### src/rtl/hsp_pkg.sv
package hsp_pkg;
  localparam int unsigned DATA_W_DEF = 24;
  localparam int unsigned STAT_W_DEF = 16;
  localparam int unsigned CFG_W_DEF  = 16;

  function automatic int unsigned max_w(input int unsigned a, input int unsigned b);
    return (a > b) ? a : b;
  endfunction
endpackage

### src/rtl/hsp_sync.sv
module hsp_sync #(
  parameter int unsigned W       = 1,
  parameter logic [W-1:0] RST_VAL = '0
) (
  input  logic         clk_i,
  input  logic         rst_ni,
  input  logic [W-1:0] d_i,
  output logic [W-1:0] q_o
);
  for (genvar g = 0; g < W; g++) begin : g_bit
    logic meta_q, sync_q;
    always_ff @(posedge clk_i or negedge rst_ni) begin
      if (!rst_ni) begin
        meta_q <= RST_VAL[g];
        sync_q <= RST_VAL[g];
      end else begin
        meta_q <= d_i[g];
        sync_q <= meta_q;
      end
    end
    assign q_o[g] = sync_q;
  end
endmodule

### src/rtl/hsp_tx.sv
module hsp_tx #(
  parameter int unsigned DATA_W = 24,
  parameter int unsigned STAT_W = 16,
  localparam int unsigned SH_W  = hsp_pkg::max_w(DATA_W, STAT_W),
  localparam int unsigned CNT_W = $clog2(SH_W + 1)
) (
  input  logic              clk_i,
  input  logic              rst_ni,
  input  logic              load_i,
  input  logic              sel_data_i,
  input  logic [DATA_W-1:0] data_i,
  input  logic [STAT_W-1:0] stat_i,
  input  logic              rise_i,
  input  logic              fall_i,
  output logic              bit_o,
  output logic              fin_o,
  output logic              done_o
);
  logic [SH_W-1:0]  sh_q;
  logic [CNT_W-1:0] cnt_q, len_q;
  logic             fin_q;

  assign done_o = fall_i && !fin_q && (cnt_q + 1'b1 == len_q);

  always_ff @(posedge clk_i or negedge rst_ni) begin
    if (!rst_ni) begin
      sh_q  <= '0;
      cnt_q <= '0;
      len_q <= '0;
      fin_q <= 1'b1;
    end else if (load_i) begin
      // left-align the chosen word so the MSB sits at the top
      sh_q  <= sel_data_i ? (SH_W'(data_i) << (SH_W - DATA_W))
                          : (SH_W'(stat_i) << (SH_W - STAT_W));
      len_q <= sel_data_i ? CNT_W'(DATA_W) : CNT_W'(STAT_W);
      cnt_q <= '0;
      fin_q <= 1'b0;
    end else begin
      // first rising edge only opens the frame; later ones launch the next bit
      if (rise_i && !fin_q && cnt_q != '0) sh_q <= sh_q << 1;
      if (fall_i && !fin_q) begin
        cnt_q <= cnt_q + 1'b1;
        if (done_o) fin_q <= 1'b1;
      end
    end
  end

  assign bit_o = sh_q[SH_W-1];
  assign fin_o = fin_q;
endmodule

### src/rtl/hsp_rx.sv
module hsp_rx #(
  parameter int unsigned CFG_W = 16,
  parameter logic [CFG_W-1:0] CFG_RST = '0,
  localparam int unsigned CNT_W = $clog2(CFG_W + 1)
) (
  input  logic             clk_i,
  input  logic             rst_ni,
  input  logic             start_i,
  input  logic             fall_i,
  input  logic             bit_i,
  output logic [CFG_W-1:0] cfg_o
);
  logic [CFG_W-1:0] sh_q, cfg_q;
  logic [CNT_W-1:0] cnt_q;
  logic [CFG_W-1:0] sh_nxt;

  assign sh_nxt = {sh_q[CFG_W-2:0], bit_i};

  always_ff @(posedge clk_i or negedge rst_ni) begin
    if (!rst_ni) begin
      sh_q  <= '0;
      cnt_q <= '0;
      cfg_q <= CFG_RST;
    end else if (start_i) begin
      cnt_q <= '0;
    end else if (fall_i && cnt_q < CNT_W'(CFG_W)) begin
      sh_q  <= sh_nxt;
      cnt_q <= cnt_q + 1'b1;
      if (cnt_q == CNT_W'(CFG_W - 1)) cfg_q <= sh_nxt;
    end
  end

  assign cfg_o = cfg_q;
endmodule

### src/rtl/hsp_result.sv
module hsp_result #(
  parameter int unsigned DATA_W = 24
) (
  input  logic              clk_i,
  input  logic              rst_ni,
  input  logic [DATA_W-1:0] res_i,
  input  logic              vld_i,
  input  logic              hold_i,
  input  logic              done_i,
  output logic [DATA_W-1:0] word_o,
  output logic              rdy_o,
  output logic              pend_o
);
  logic [DATA_W-1:0] out_q, shadow_q;
  logic              pend_q, rdy_q;
  logic              move;

  assign move = pend_q && !hold_i;

  always_ff @(posedge clk_i or negedge rst_ni) begin
    if (!rst_ni) begin
      out_q    <= '0;
      shadow_q <= '0;
      pend_q   <= 1'b0;
      rdy_q    <= 1'b0;
    end else begin
      if (vld_i && hold_i) begin
        shadow_q <= res_i;
        pend_q   <= 1'b1;
      end else if (vld_i) begin
        out_q  <= res_i;
        pend_q <= 1'b0;
      end else if (move) begin
        out_q  <= shadow_q;
        pend_q <= 1'b0;
      end
      // a pending word keeps the flag up across a completing read
      if (vld_i || move)  rdy_q <= 1'b1;
      else if (done_i)    rdy_q <= pend_q;
    end
  end

  assign word_o = out_q;
  assign rdy_o  = rdy_q;
  assign pend_o = pend_q;
endmodule

### src/rtl/hsp_port.sv
module hsp_port #(
  parameter int unsigned DATA_W = hsp_pkg::DATA_W_DEF,
  parameter int unsigned STAT_W = hsp_pkg::STAT_W_DEF,
  parameter int unsigned CFG_W  = hsp_pkg::CFG_W_DEF,
  parameter logic [CFG_W-1:0] CFG_RST = '0
) (
  input  logic              clk_i,
  input  logic              rst_ni,
  input  logic              cs_ni,
  input  logic              rw_i,
  input  logic              rsel_i,
  input  logic              sclk_i,
  input  logic              sdi_i,
  output logic              sdo_o,
  output logic              sdo_oe_o,
  output logic              drdy_o,
  input  logic [DATA_W-1:0] res_i,
  input  logic              res_vld_i,
  input  logic [STAT_W-1:0] status_i,
  output logic [CFG_W-1:0]  cfg_o
);
  logic cs_s, rw_s, sel_s, sclk_s, sdi_s;
  logic cs_q, sclk_q;
  logic frm_start, frm_active, sclk_rise, sclk_fall;
  logic rd_mode_q, sel_data_q, rd_active;
  logic tx_bit, tx_fin, tx_done;
  logic data_done, data_hold, pend;
  logic [DATA_W-1:0] out_word;

  hsp_sync #(.W(5), .RST_VAL(5'b10000)) u_sync (
    .clk_i (clk_i),
    .rst_ni(rst_ni),
    .d_i   ({cs_ni, rw_i, rsel_i, sclk_i, sdi_i}),
    .q_o   ({cs_s, rw_s, sel_s, sclk_s, sdi_s})
  );

  always_ff @(posedge clk_i or negedge rst_ni) begin
    if (!rst_ni) begin
      cs_q       <= 1'b1;
      sclk_q     <= 1'b0;
      rd_mode_q  <= 1'b0;
      sel_data_q <= 1'b0;
    end else begin
      cs_q   <= cs_s;
      sclk_q <= sclk_s;
      if (frm_start) begin
        rd_mode_q  <= rw_s;
        sel_data_q <= sel_s;
      end
    end
  end

  assign frm_start  = cs_q && !cs_s;
  assign frm_active = !cs_q && !cs_s;
  assign sclk_rise  = frm_active && sclk_s && !sclk_q;
  assign sclk_fall  = frm_active && !sclk_s && sclk_q;
  assign rd_active  = frm_active && rd_mode_q;

  hsp_tx #(.DATA_W(DATA_W), .STAT_W(STAT_W)) u_tx (
    .clk_i     (clk_i),
    .rst_ni    (rst_ni),
    .load_i    (frm_start && rw_s),
    .sel_data_i(sel_s),
    .data_i    (out_word),
    .stat_i    (status_i),
    .rise_i    (sclk_rise && rd_mode_q),
    .fall_i    (sclk_fall && rd_mode_q),
    .bit_o     (tx_bit),
    .fin_o     (tx_fin),
    .done_o    (tx_done)
  );

  hsp_rx #(.CFG_W(CFG_W), .CFG_RST(CFG_RST)) u_rx (
    .clk_i  (clk_i),
    .rst_ni (rst_ni),
    .start_i(frm_start),
    .fall_i (sclk_fall && !rd_mode_q),
    .bit_i  (sdi_s),
    .cfg_o  (cfg_o)
  );

  assign data_done = tx_done && sel_data_q;
  // hold the output word from the load cycle until the last bit is out
  assign data_hold = (frm_start && rw_s && sel_s) ||
                     (rd_active && sel_data_q && !tx_fin);

  hsp_result #(.DATA_W(DATA_W)) u_res (
    .clk_i (clk_i),
    .rst_ni(rst_ni),
    .res_i (res_i),
    .vld_i (res_vld_i),
    .hold_i(data_hold),
    .done_i(data_done),
    .word_o(out_word),
    .rdy_o (drdy_o),
    .pend_o(pend)
  );

  assign sdo_oe_o = rd_active;
  assign sdo_o    = rd_active && tx_bit;
endmodule

### config.mk
export PLATFORM = sky130hd
export DESIGN_NAME = hsp_port
export DESIGN_NICKNAME = d
export VERILOG_FILES = /design/src/rtl/hsp_pkg.sv /design/src/rtl/hsp_sync.sv /design/src/rtl/hsp_tx.sv /design/src/rtl/hsp_rx.sv /design/src/rtl/hsp_result.sv /design/src/rtl/hsp_port.sv
export SDC_FILE = /design/constraint.sdc
export NUM_CORES = 1
export LEC_CHECK = 0
export ABC_AREA = 1
export BUFFER_PORTS_ARGS = -buffer_cell sky130_fd_sc_hd__clkbuf_2
export CORE_MARGIN = 2
export CORE_UTILIZATION = 30
export DETAILED_ROUTE_END_ITERATION = 8
export PLACE_DENSITY_LB_ADDON = 0.08
export SYNTH_ARGS = -nofsm -noshare
export SYNTH_HDL_FRONTEND = slang
export SYNTH_SLANG_ARGS = --single-unit
### constraint.sdc
create_clock -name clk_i -period 4.83 [get_ports clk_i]
set_input_delay 0.483 -clock clk_i [delete_from_list [all_inputs] [get_ports clk_i]]
set_output_delay 0.483 -clock clk_i [all_outputs]
set_load 0.05 [all_outputs]
==> run_results.csv, run 1 <==
group,metric,value,unit
run_status,outcome,"finished clean",
global_routing,grt_max_degree,97,
route,ant_nets,0,
route,wl_per_cell,13.1,um
clocking,cts-htree-levels,4,
layout,diodes,0,
route,drt_iter0_drc,210,
setup_path,cp-startpoint,"cs_q$_DFF_PN1_",
sta,period_minus_slack,2.56,ns
setup_path,cp_top_family,"simple AND/OR/NAND/NOR gates",
sta,finClkSkew,0.0148,ns
clocking,cts_resized,0,
layout,area_delta_synth_final,18.5,%
clocking,cts_buffer_depth,2,
clocking,cts_made_buffers,17,
die,num_rows,51,
setup_path,slowest_stage,"nand2_2",
die,start_util,0.305,
sta,tightest_slew,0.977,ns
sta,max-slew-margin-rel,0.348,
logic_synthesis,syn_area,5930,sq um
layout,final_cell_mix,"142 x nand2_1, 128 x dfrtp_1, 107 x inv_1",
die,die_width,145,um
route,via_count,4292,
power_and_ir_drop,ir_worst_vdd,271,uV
logic_synthesis,syn_inst,652,
global_routing,grt_pass1_vias,4265,
route,dr.pass1.iters,4,
layout,fin_area,7030,sq um
setup_path,critPathMaxFanout,44,
route,drcViolationCount,0,
route,drt-vias-per-instance,4.35,
job,timing.max_cap.violations,0,
setup_path,r2r_start,"cs_q$_DFF_PN1_",
sta,setup_viol,0,
placement,placed_cell_area,6430,sq um
global_routing,globalRouteOverflowTotal,0,
placement,port_buffers,66,
sta,hold_viol_final,0,
die,fp.dieArea,20900,sq um
logic_synthesis,synth_cell_types,32,
sta,finalWorstSetupSlack,2.27,ns
clocking,cts.sink_count,132,
setup_path,path_cells,"nand2_4 > nor2_8 > clkinv_1 > nand2_2 > nand3_1 > o211ai_1",
layout,drive_gt1_frac,0.196,
placement,dp_hpwl,8390,um
sta,tns,0,ns
clocking,path_clk_slew,0.06,ns
sta,layout_worst_path_cycle_share,0.530,
setup_path,endpoint_kind,"flip-flop",
hold_path,hold_class,"in -> reg",
setup_path,crit_buf_inv,1,
layout,final_common_cell,"nand2_1",
route,wl,13000,um
clocking,post_cts_buffers,0,
logic_synthesis,yosys_register_bits,132,
clocking,clk_latency,0.42,ns
power_and_ir_drop,p_leak,3.36,nW
layout,fin_nets,761,
setup_path,critPathArrivalTime,2.87,ns
sta,rsz0062_at_grt,"no",
setup_path,cp-start-kind,"flip-flop",
logic_synthesis,yosysWarnings,0,
global_routing,grt_pass1_wl,22000,um
hold_path,min_from,"cs_ni",
sta,max_freq,0.391,GHz
global_routing,track_usage,0.136,
clocking,clockRootBuffer,"clkbuf_16",
global_routing,antenna_found_initial,0,
clocking,cts_tree,"built",
sta,finalMaxSlewViolations,0,
logic_synthesis,synth_nets,705,
setup_path,worst-setup-path-type,"reg -> reg",
logic_synthesis,ys_seq_area_frac,0.558,
placement,place_congestion,0.751,
setup_path,crit_required,5.14,ns
die,core_area,19500,sq um
clocking,postCtsHoldBufs,0,
setup_path,critPathMaxStageDelay,0.67,ns
die,die_h,145,um
logic_synthesis,avgSynthCellArea,9.10,sq um
placement,dpl_worst_slack,2.22,ns
power_and_ir_drop,p_per_area,425,nW/um^2
die,num_io_pins,67,
==> flip-flops by register name, summed over array words and instances, names as in the netlist, 2 cells and up <==
signal,cells
u_tx.cnt_q,5
u_tx.sh_q,24
u_rx.cnt_q,5
u_rx.sh_q,15
u_sync.g_bit.meta_q,5
u_tx.len_q,2
u_res.shadow_q,24
u_rx.cfg_o,16
u_sync.g_bit.sync_q,5
u_res.word_o,24
==> where the power goes <==
part,total (mW),switching (mW),internal (mW)
Combinational,0.346,0.218,0.128
Clock,1.31,0.483,0.823
Sequential,1.34,0.0720,1.26
Total,2.99,0.773,2.21
==> metrics by stage <==
| step | instances | power, mW | hold slack (ns) | utilization |
|---|---|---|---|---|
| 2_1_floorplan | 652 | 1.59 | 0.187 | - |
| 3_3_place_gp | 954 | 1.70 | 0.332 | 0.330 |
| 3_5_place_dp | 954 | 1.71 | 0.336 | 0.330 |
| 4_1_cts | 986 | 3.04 | 0.126 | 0.361 |
| 5_1_grt | 986 | 3.16 | 0.126 | 0.361 |
| 6_report | 986 | 2.99 | 0.147 | 0.361 |
==> synth_stat cells <==
cell type  number  share of area
nand4_1         6         0.0063
o21ai_2         4         0.0059
nand2_2         3         0.0032
o21ai_0        76          0.064
a21oi_1         1        0.00084
dfrtp_1       128           0.54
buf_2           8         0.0067
o21bai_1        1         0.0013
buf_4           4         0.0051
nor3_1          3         0.0025
nand2_1       142          0.090
clkinv_1        1        0.00063
buf_6           3         0.0057
inv_2           4         0.0025
buf_12          2         0.0067
nand3_2         1         0.0017
nor2_1         13         0.0082
o211ai_1       24          0.030
xnor2_1         1         0.0015
clkbuf_1       16          0.010
o21ai_1        43          0.036
dfstp_2         4          0.018
o22ai_1        10          0.011
nor2_2          3         0.0032
nand4_2         1         0.0021
o211ai_2       16          0.034
nor2_8          1         0.0034
nand2_4         2         0.0038
nand3_1        18          0.015
inv_1         107          0.068
ha_1            5          0.011
nor3_4          1         0.0027
==> layer usage <==
layer	GRT usage	routed length [um]	up-vias
li1	-	-	2222
met1	0.195	6860	1999
met2	0.200	5560	61
met3	0.0381	394	10
met4	0.0429	142	0
met5	0	0	-
==> path summary, 6_finish.rpt <==
path                                               endpoint  slack [ns]  cells past startpoint
max in group asynchronous         u_rx.cnt_q[1]$_DFFE_PN0P_        3.65                      2
setup reg to reg                  u_tx.sh_q[23]$_DFFE_PN0P_        2.27                      6
hold / removal             u_sync.g_bit[4].meta_q$_DFF_PN1_        0.15                      1
hold reg to reg            u_sync.g_bit[0].sync_q$_DFF_PN0_        0.35                      0
min in group asynchronous        u_rx.cfg_o[15]$_DFFE_PN0P_        0.17                      1
setup / recovery                  u_tx.sh_q[23]$_DFFE_PN0P_        2.27                      6
==> layout make-up <==
type	count	area, sq um
Tap cell	265	332
Clock inverter	13	159
Clock buffer	19	443
Timing Repair Buffer	70	367
Fill cell	2030	12400
Sequential cell	132	3310
Inverter	112	420
Multi-Input combinational cell	375	2000
==> cells by family after synthesis <==
logic type / after synthesis / share of synthesized area
AO/OA/AOI/OAI: 175 / 0.183
XOR/XNOR: 1 / 0.00148
adder cells (fa/ha/maj): 5 / 0.0105
buffers and inverters: 145 / 0.105
flip-flops: 132 / 0.558
AND/OR/NAND/NOR: 194 / 0.142
Note: power is estimated with default switching activity, not from simulation.
==> run 2, diff against run 1 <==
==> constraint.sdc (replaced) <==
create_clock -name clk_i -period 2.5 [get_ports clk_i]
set_input_delay 0.25 -clock clk_i [delete_from_list [all_inputs] [get_ports clk_i]]
set_output_delay 0.25 -clock clk_i [all_outputs]
set_load 0.05 [all_outputs]
==> run_results.csv, run 2 (synthesis gave the netlist of run 1 again) <==
group,metric,value,unit
run_status,outcome,"finished clean",
layout,diodes,0,
layout,final_cell_mix,"142 x nand2_1, 128 x dfrtp_1, 107 x inv_1",
die,core_area,19500,sq um
power_and_ir_drop,p_int,4.15,mW
placement,port_buffers,66,
sta,whs,0.0765,ns
layout,drive_gt1_frac,0.201,
route,drt-vias-per-instance,4.38,
sta,layout_worst_path_cycle_share,0.824,
placement,dpl_worst_slack,0.447,ns
sta,tightest_slew,0.729,ns
global_routing,globalRouteOverflowTotal,0,
die,num_rows,51,
sta,rsz0062_at_grt,"no",
global_routing,track_usage,0.136,
clocking,cts_made_buffers,17,
route,drt_iter0_drc,233,
die,die_width,145,um
placement,dp_hpwl,8580,um
power_and_ir_drop,power_switching_share,0.267,
layout,fin_nets,773,
global_routing,grt_max_degree,57,
global_routing,antenna_found_initial,0,
clocking,post_cts_buffers,0,
route,drcViolationCount,0,
route,dr.pass1.iters,5,
power_and_ir_drop,p_seq_frac,0.456,
sta,finalWorstSetupSlack,0.441,ns
power_and_ir_drop,p_leak,3.40,nW
power_and_ir_drop,clkPwrFrac,0.423,
setup_path,endpoint_kind,"flip-flop",
clocking,path_clk_slew,0.06,ns
sta,max-slew-margin-rel,0.513,
power_and_ir_drop,ir_worst_vdd,385,uV
route,wl,13000,um
setup_path,r2r_start,"u_sync.g_bit[4].sync_q$_DFF_PN1_",
global_routing,grt_pass1_vias,4242,
clocking,cts_buffer_depth,2,
die,die_h,145,um
setup_path,cp-startpoint,"u_sync.g_bit[4].sync_q$_DFF_PN1_",
sta,max_freq,0.486,GHz
sta,setup_viol,0,
clocking,clk_latency,0.42,ns
placement,place_congestion,0.710,
job,timing.max_cap.violations,0,
clocking,cts-htree-levels,4,
setup_path,cp-start-kind,"flip-flop",
sta,finClkSkew,0.0112,ns
die,fp.dieArea,20900,sq um
power_and_ir_drop,switching_power,1.51,mW
die,num_io_pins,67,
setup_path,worst-setup-path-type,"reg -> reg",
layout,final_common_cell,"nand2_1",
route,via_count,4362,
sta,period_minus_slack,2.06,ns
die,start_util,0.305,
sta,tns,0,ns
global_routing,grt_pass1_wl,21900,um
hold_path,hold_class,"in -> reg",
layout,area_delta_synth_final,20.2,%
sta,hold_viol_final,0,
hold_path,min_from,"res_i[1]",
clocking,clockRootBuffer,"clkbuf_16",
clocking,cts.sink_count,132,
power_and_ir_drop,combPwrFrac,0.121,
setup_path,crit_required,2.84,ns
layout,utilization,0.366,
route,ant_nets,0,
sta,finalMaxSlewViolations,0,
power_and_ir_drop,finalPower,5.65,mW
setup_path,critPathArrivalTime,2.40,ns
clocking,cts_tree,"built",
setup_path,critPathMaxFanout,29,
power_and_ir_drop,p_per_area,793,nW/um^2
route,wl_per_cell,13.0,um
run 2: cell count changes in the layout (fill, tap and decap cells not counted):
cell	before	now
dlygate4sd3_1	0	6
clkbuf_1	1	0
clkinv_4	3	4
buf_12	0	2
clkinvlp_4	3	4
clkinv_2	4	2
clkbuf_8	1	3
buf_4	4	8
bufinv_16	3	1
run 2: timing repair:
| action | CTS | global route |
|---|---|---|
| hold endpoints to repair | 55 | 0 |
| gates resized for setup | 0 | 0 |
| hold buffers | 6 | 0 |
run 2: final cells by class:
class                   instances  area (sq um)
clock buffers                  20           467
clock inverters                11           105
fillers                      1970         12300
inverters                     112           420
multi-input cells             375          2000
flip-flops and latches        132          3310
well taps                     265           332
repair buffers                 82           497
run 2: metal layers:
layer  global-route usage  wire length (um)  vias to the layer above
met4               0.0460               163                        0
met5                    0                 0                        -
met1                0.196              6850                     2028
met3               0.0358               435                       10
li1                     -                 -                     2247
met2                0.198              5550                       77
run 2: per-stage QoR:
step | area (sq um) | cells
after global routing | 7130 | 997
after CTS | 7130 | 997
after global placement | 6500 | 960
after detailed placement | 6500 | 960
after floorplan | 5930 | 652
final | 7130 | 997
run 2: path summary, 6_finish.rpt:
check | end | slack [ns] | cells past startpoint
min in group asynchronous | u_rx.cnt_q[2]$_DFFE_PN0P_ | 0.38 | 2
worst max register to register | u_res.word_o[9]$_DFFE_PN0P_ | 0.44 | 11
worst min register to register | u_sync.g_bit[0].sync_q$_DFF_PN0_ | 0.35 | 0
max in group asynchronous | u_sync.g_bit[4].sync_q$_DFF_PN1_ | 1.32 | 3
worst max-delay path | u_res.word_o[9]$_DFFE_PN0P_ | 0.44 | 11
worst min-delay path | u_res.shadow_q[1]$_DFFE_PN0P_ | 0.08 | 3
run 2: power groups by stage:
| stage | Sequential [mW] | Clock, mW | Combinational, mW |
|---|---|---|---|
| CTS | 2.58 | 2.47 | 0.703 |
| floorplan | 2.58 | 0 | 0.496 |
| global route | 2.61 | 2.59 | 0.812 |
| global placement | 2.61 | 0 | 0.679 |
| detailed placement | 2.61 | 0 | 0.689 |
| finish | 2.58 | 2.39 | 0.684 |
run 2: critical path, cell delays in order, from the launching register on:
cell	delay, ns
dfstp_2	0.54
inv_1	0.07
nand2_4	0.11
nor2_8	0.07
nand2_4	0.14
nand2_2	0.08
inv_2	0.06
nand2_2	0.05
inv_2	0.36
buf_12	0.26
o211ai_2	0.12
o21ai_1	0.10
==> run 3, diff against run 2 <==
==> constraint.sdc (replaced) <==
create_clock -name clk_i -period 1.7 [get_ports clk_i]
set_input_delay 0.17 -clock clk_i [delete_from_list [all_inputs] [get_ports clk_i]]
set_output_delay 0.17 -clock clk_i [all_outputs]
set_load 0.05 [all_outputs]
==> run_results.csv, run 3 (synthesis gave the netlist of run 1 again) <==
group,metric,value,unit
run_status,outcome,"finished clean",
clocking,path_clk_slew,0.06,ns
clocking,cts_tree,"built",
power_and_ir_drop,power_switching_share,0.267,
power_and_ir_drop,p_seq_frac,0.460,
sta,period_minus_slack,1.60,ns
route,drcViolationCount,0,
job,timing.max_cap.violations,0,
placement,port_buffers,66,
placement,placed_cell_area,6670,sq um
power_and_ir_drop,p_per_area,1120,nW/um^2
setup_path,critPathMaxFanout,3,
hold_path,hold_class,"in -> reg",
sta,tns,0,ns
die,start_util,0.305,
sta,whs,0.0170,ns
layout,final_cell_mix,"142 x nand2_1, 127 x dfrtp_1, 106 x inv_1",
route,wl,13500,um
die,core_area,19500,sq um
setup_path,critPathMaxStageDelay,0.39,ns
power_and_ir_drop,p_int,6.05,mW
global_routing,grt_pass1_vias,4756,
layout,fin_nets,792,
setup_path,worst-setup-path-type,"reg -> out",
setup_path,crit_required,1.53,ns
placement,dp_hpwl,9220,um
power_and_ir_drop,p_leak,3.51,nW
power_and_ir_drop,combPwrFrac,0.130,
die,num_io_pins,67,
die,die_h,145,um
placement,place_congestion,0.732,
sta,finClkSkew,0.00814,ns
layout,drive_gt1_frac,0.212,
layout,diodes,0,
global_routing,globalRouteOverflowTotal,0,
route,drt_iter0_drc,244,
setup_path,slowest_stage,"dfstp_2",
sta,tightest_slew,0.381,ns
die,fp.dieArea,20900,sq um
power_and_ir_drop,ir_worst_vdd,680,uV
setup_path,cp_top_family,"flip-flops",
sta,layout_worst_path_cycle_share,0.942,
global_routing,grt_pass1_wl,23400,um
clocking,cts_made_buffers,17,
global_routing,grt_max_degree,51,
power_and_ir_drop,switching_power,2.20,mW
global_routing,antenna_found_initial,0,
layout,stdcell_count,1016,
die,num_rows,51,
setup_path,critPathArrivalTime,1.43,ns
setup_path,endpoint_kind,"primary output",
route,wl_per_cell,13.3,um
clocking,cts-htree-levels,4,
layout,fill_cells,2057,
route,via_count,4507,
setup_path,cp-start-kind,"flip-flop",
sta,rsz0062_at_grt,"yes",
sta,hold_viol_final,0,
die,die_width,145,um
sta,finalWorstSetupSlack,0.0994,ns
global_routing,track_usage,0.145,
route,dr.pass1.iters,5,
sta,max_freq,0.625,GHz
route,drt-vias-per-instance,4.44,
layout,final_common_cell,"nand2_1",
clocking,clockRootBuffer,"clkbuf_16",
layout,fin_area,7360,sq um
setup_path,path_cells,"nor2_4 > inv_2 > nor3_2 > clkbuf_8",
clocking,cts.sink_count,132,
clocking,clk_latency,0.42,ns
clocking,cts_buffer_depth,2,
sta,setup_viol,0,
route,ant_nets,0,
power_and_ir_drop,clkPwrFrac,0.409,
setup_path,crit_buf_inv,2,
sta,max-slew-margin-rel,0.746,
placement,dpl_worst_slack,0.112,ns
placement,dp.cells,971,
layout,area_delta_synth_final,24.0,%
sta,finalMaxSlewViolations,0,
## run 3: per-layer routing
metal  global-route usage  wire [um]  share of wire
met5                    0          0              0
met2                0.226       6250           0.46
met1                0.190       6480           0.48
met3               0.0404        473          0.035
met4               0.0618        297          0.022
## run 3: path summary, 6_finish.rpt
path                                                        from                                to  slack, ns  depth (start not counted)
worst min-delay path                                   res_i[16]    u_res.shadow_q[16]$_DFFE_PN0P_       0.02                          3
worst min register to register  u_sync.g_bit[3].meta_q$_DFF_PN0_  u_sync.g_bit[3].sync_q$_DFF_PN0_       0.35                          0
worst max register to register                    cs_q$_DFF_PN1_         u_tx.cnt_q[1]$_DFFE_PN0P_       0.14                          7
worst max-delay path            u_sync.g_bit[4].sync_q$_DFF_PN1_                             sdo_o        0.1                          4
min in group asynchronous                                 rst_ni    u_res.shadow_q[22]$_DFFE_PN0P_       0.23                          2
max in group asynchronous                                 rst_ni     u_res.shadow_q[3]$_DFFE_PN0P_       0.82                          3
## run 3: cell type report
type	count	area (sq um)	area share
Sequential cell	132	3310	0.450
Multi-Input combinational cell	375	2020	0.274
Timing Repair Buffer	101	747	0.101
Clock buffer	21	450	0.0612
Inverter	112	420	0.0571
Tap cell	265	332	0.0451
Clock inverter	10	85.1	0.0116
## run 3: what timing repair did
action                     CTS  global route
resized for setup            2             6
pin swaps                    0             2
hold endpoints to repair    42             0
hold buffers                13             0
buffers inserted             0             1
setup endpoints to repair    1            20
## run 3: per-stage QoR
stage / total power [mW] / utilization
CTS: 8.41 / 0.377
global placement: 4.90 / 0.342
floorplan: 4.53 / -
global route: 8.75 / 0.378
detailed placement: 4.92 / 0.342
finish: 8.25 / 0.378
## run 3: tightest hold or removal path: cells and delay by family
kind | cells | cell delay [ns]
AOI/OAI and AO/OA | 1 | 0.08
buffers and inverters | 2 | 0.14
## run 3: power groups by stage
stage	clock network (mW)	logic, mW	registers, mW
2_1_floorplan	0	0.733	3.80
3_3_place_gp	0	1.05	3.85
3_5_place_dp	0	1.07	3.85
4_1_cts	3.50	1.10	3.80
5_1_grt	3.64	1.27	3.85
6_report	3.38	1.07	3.80
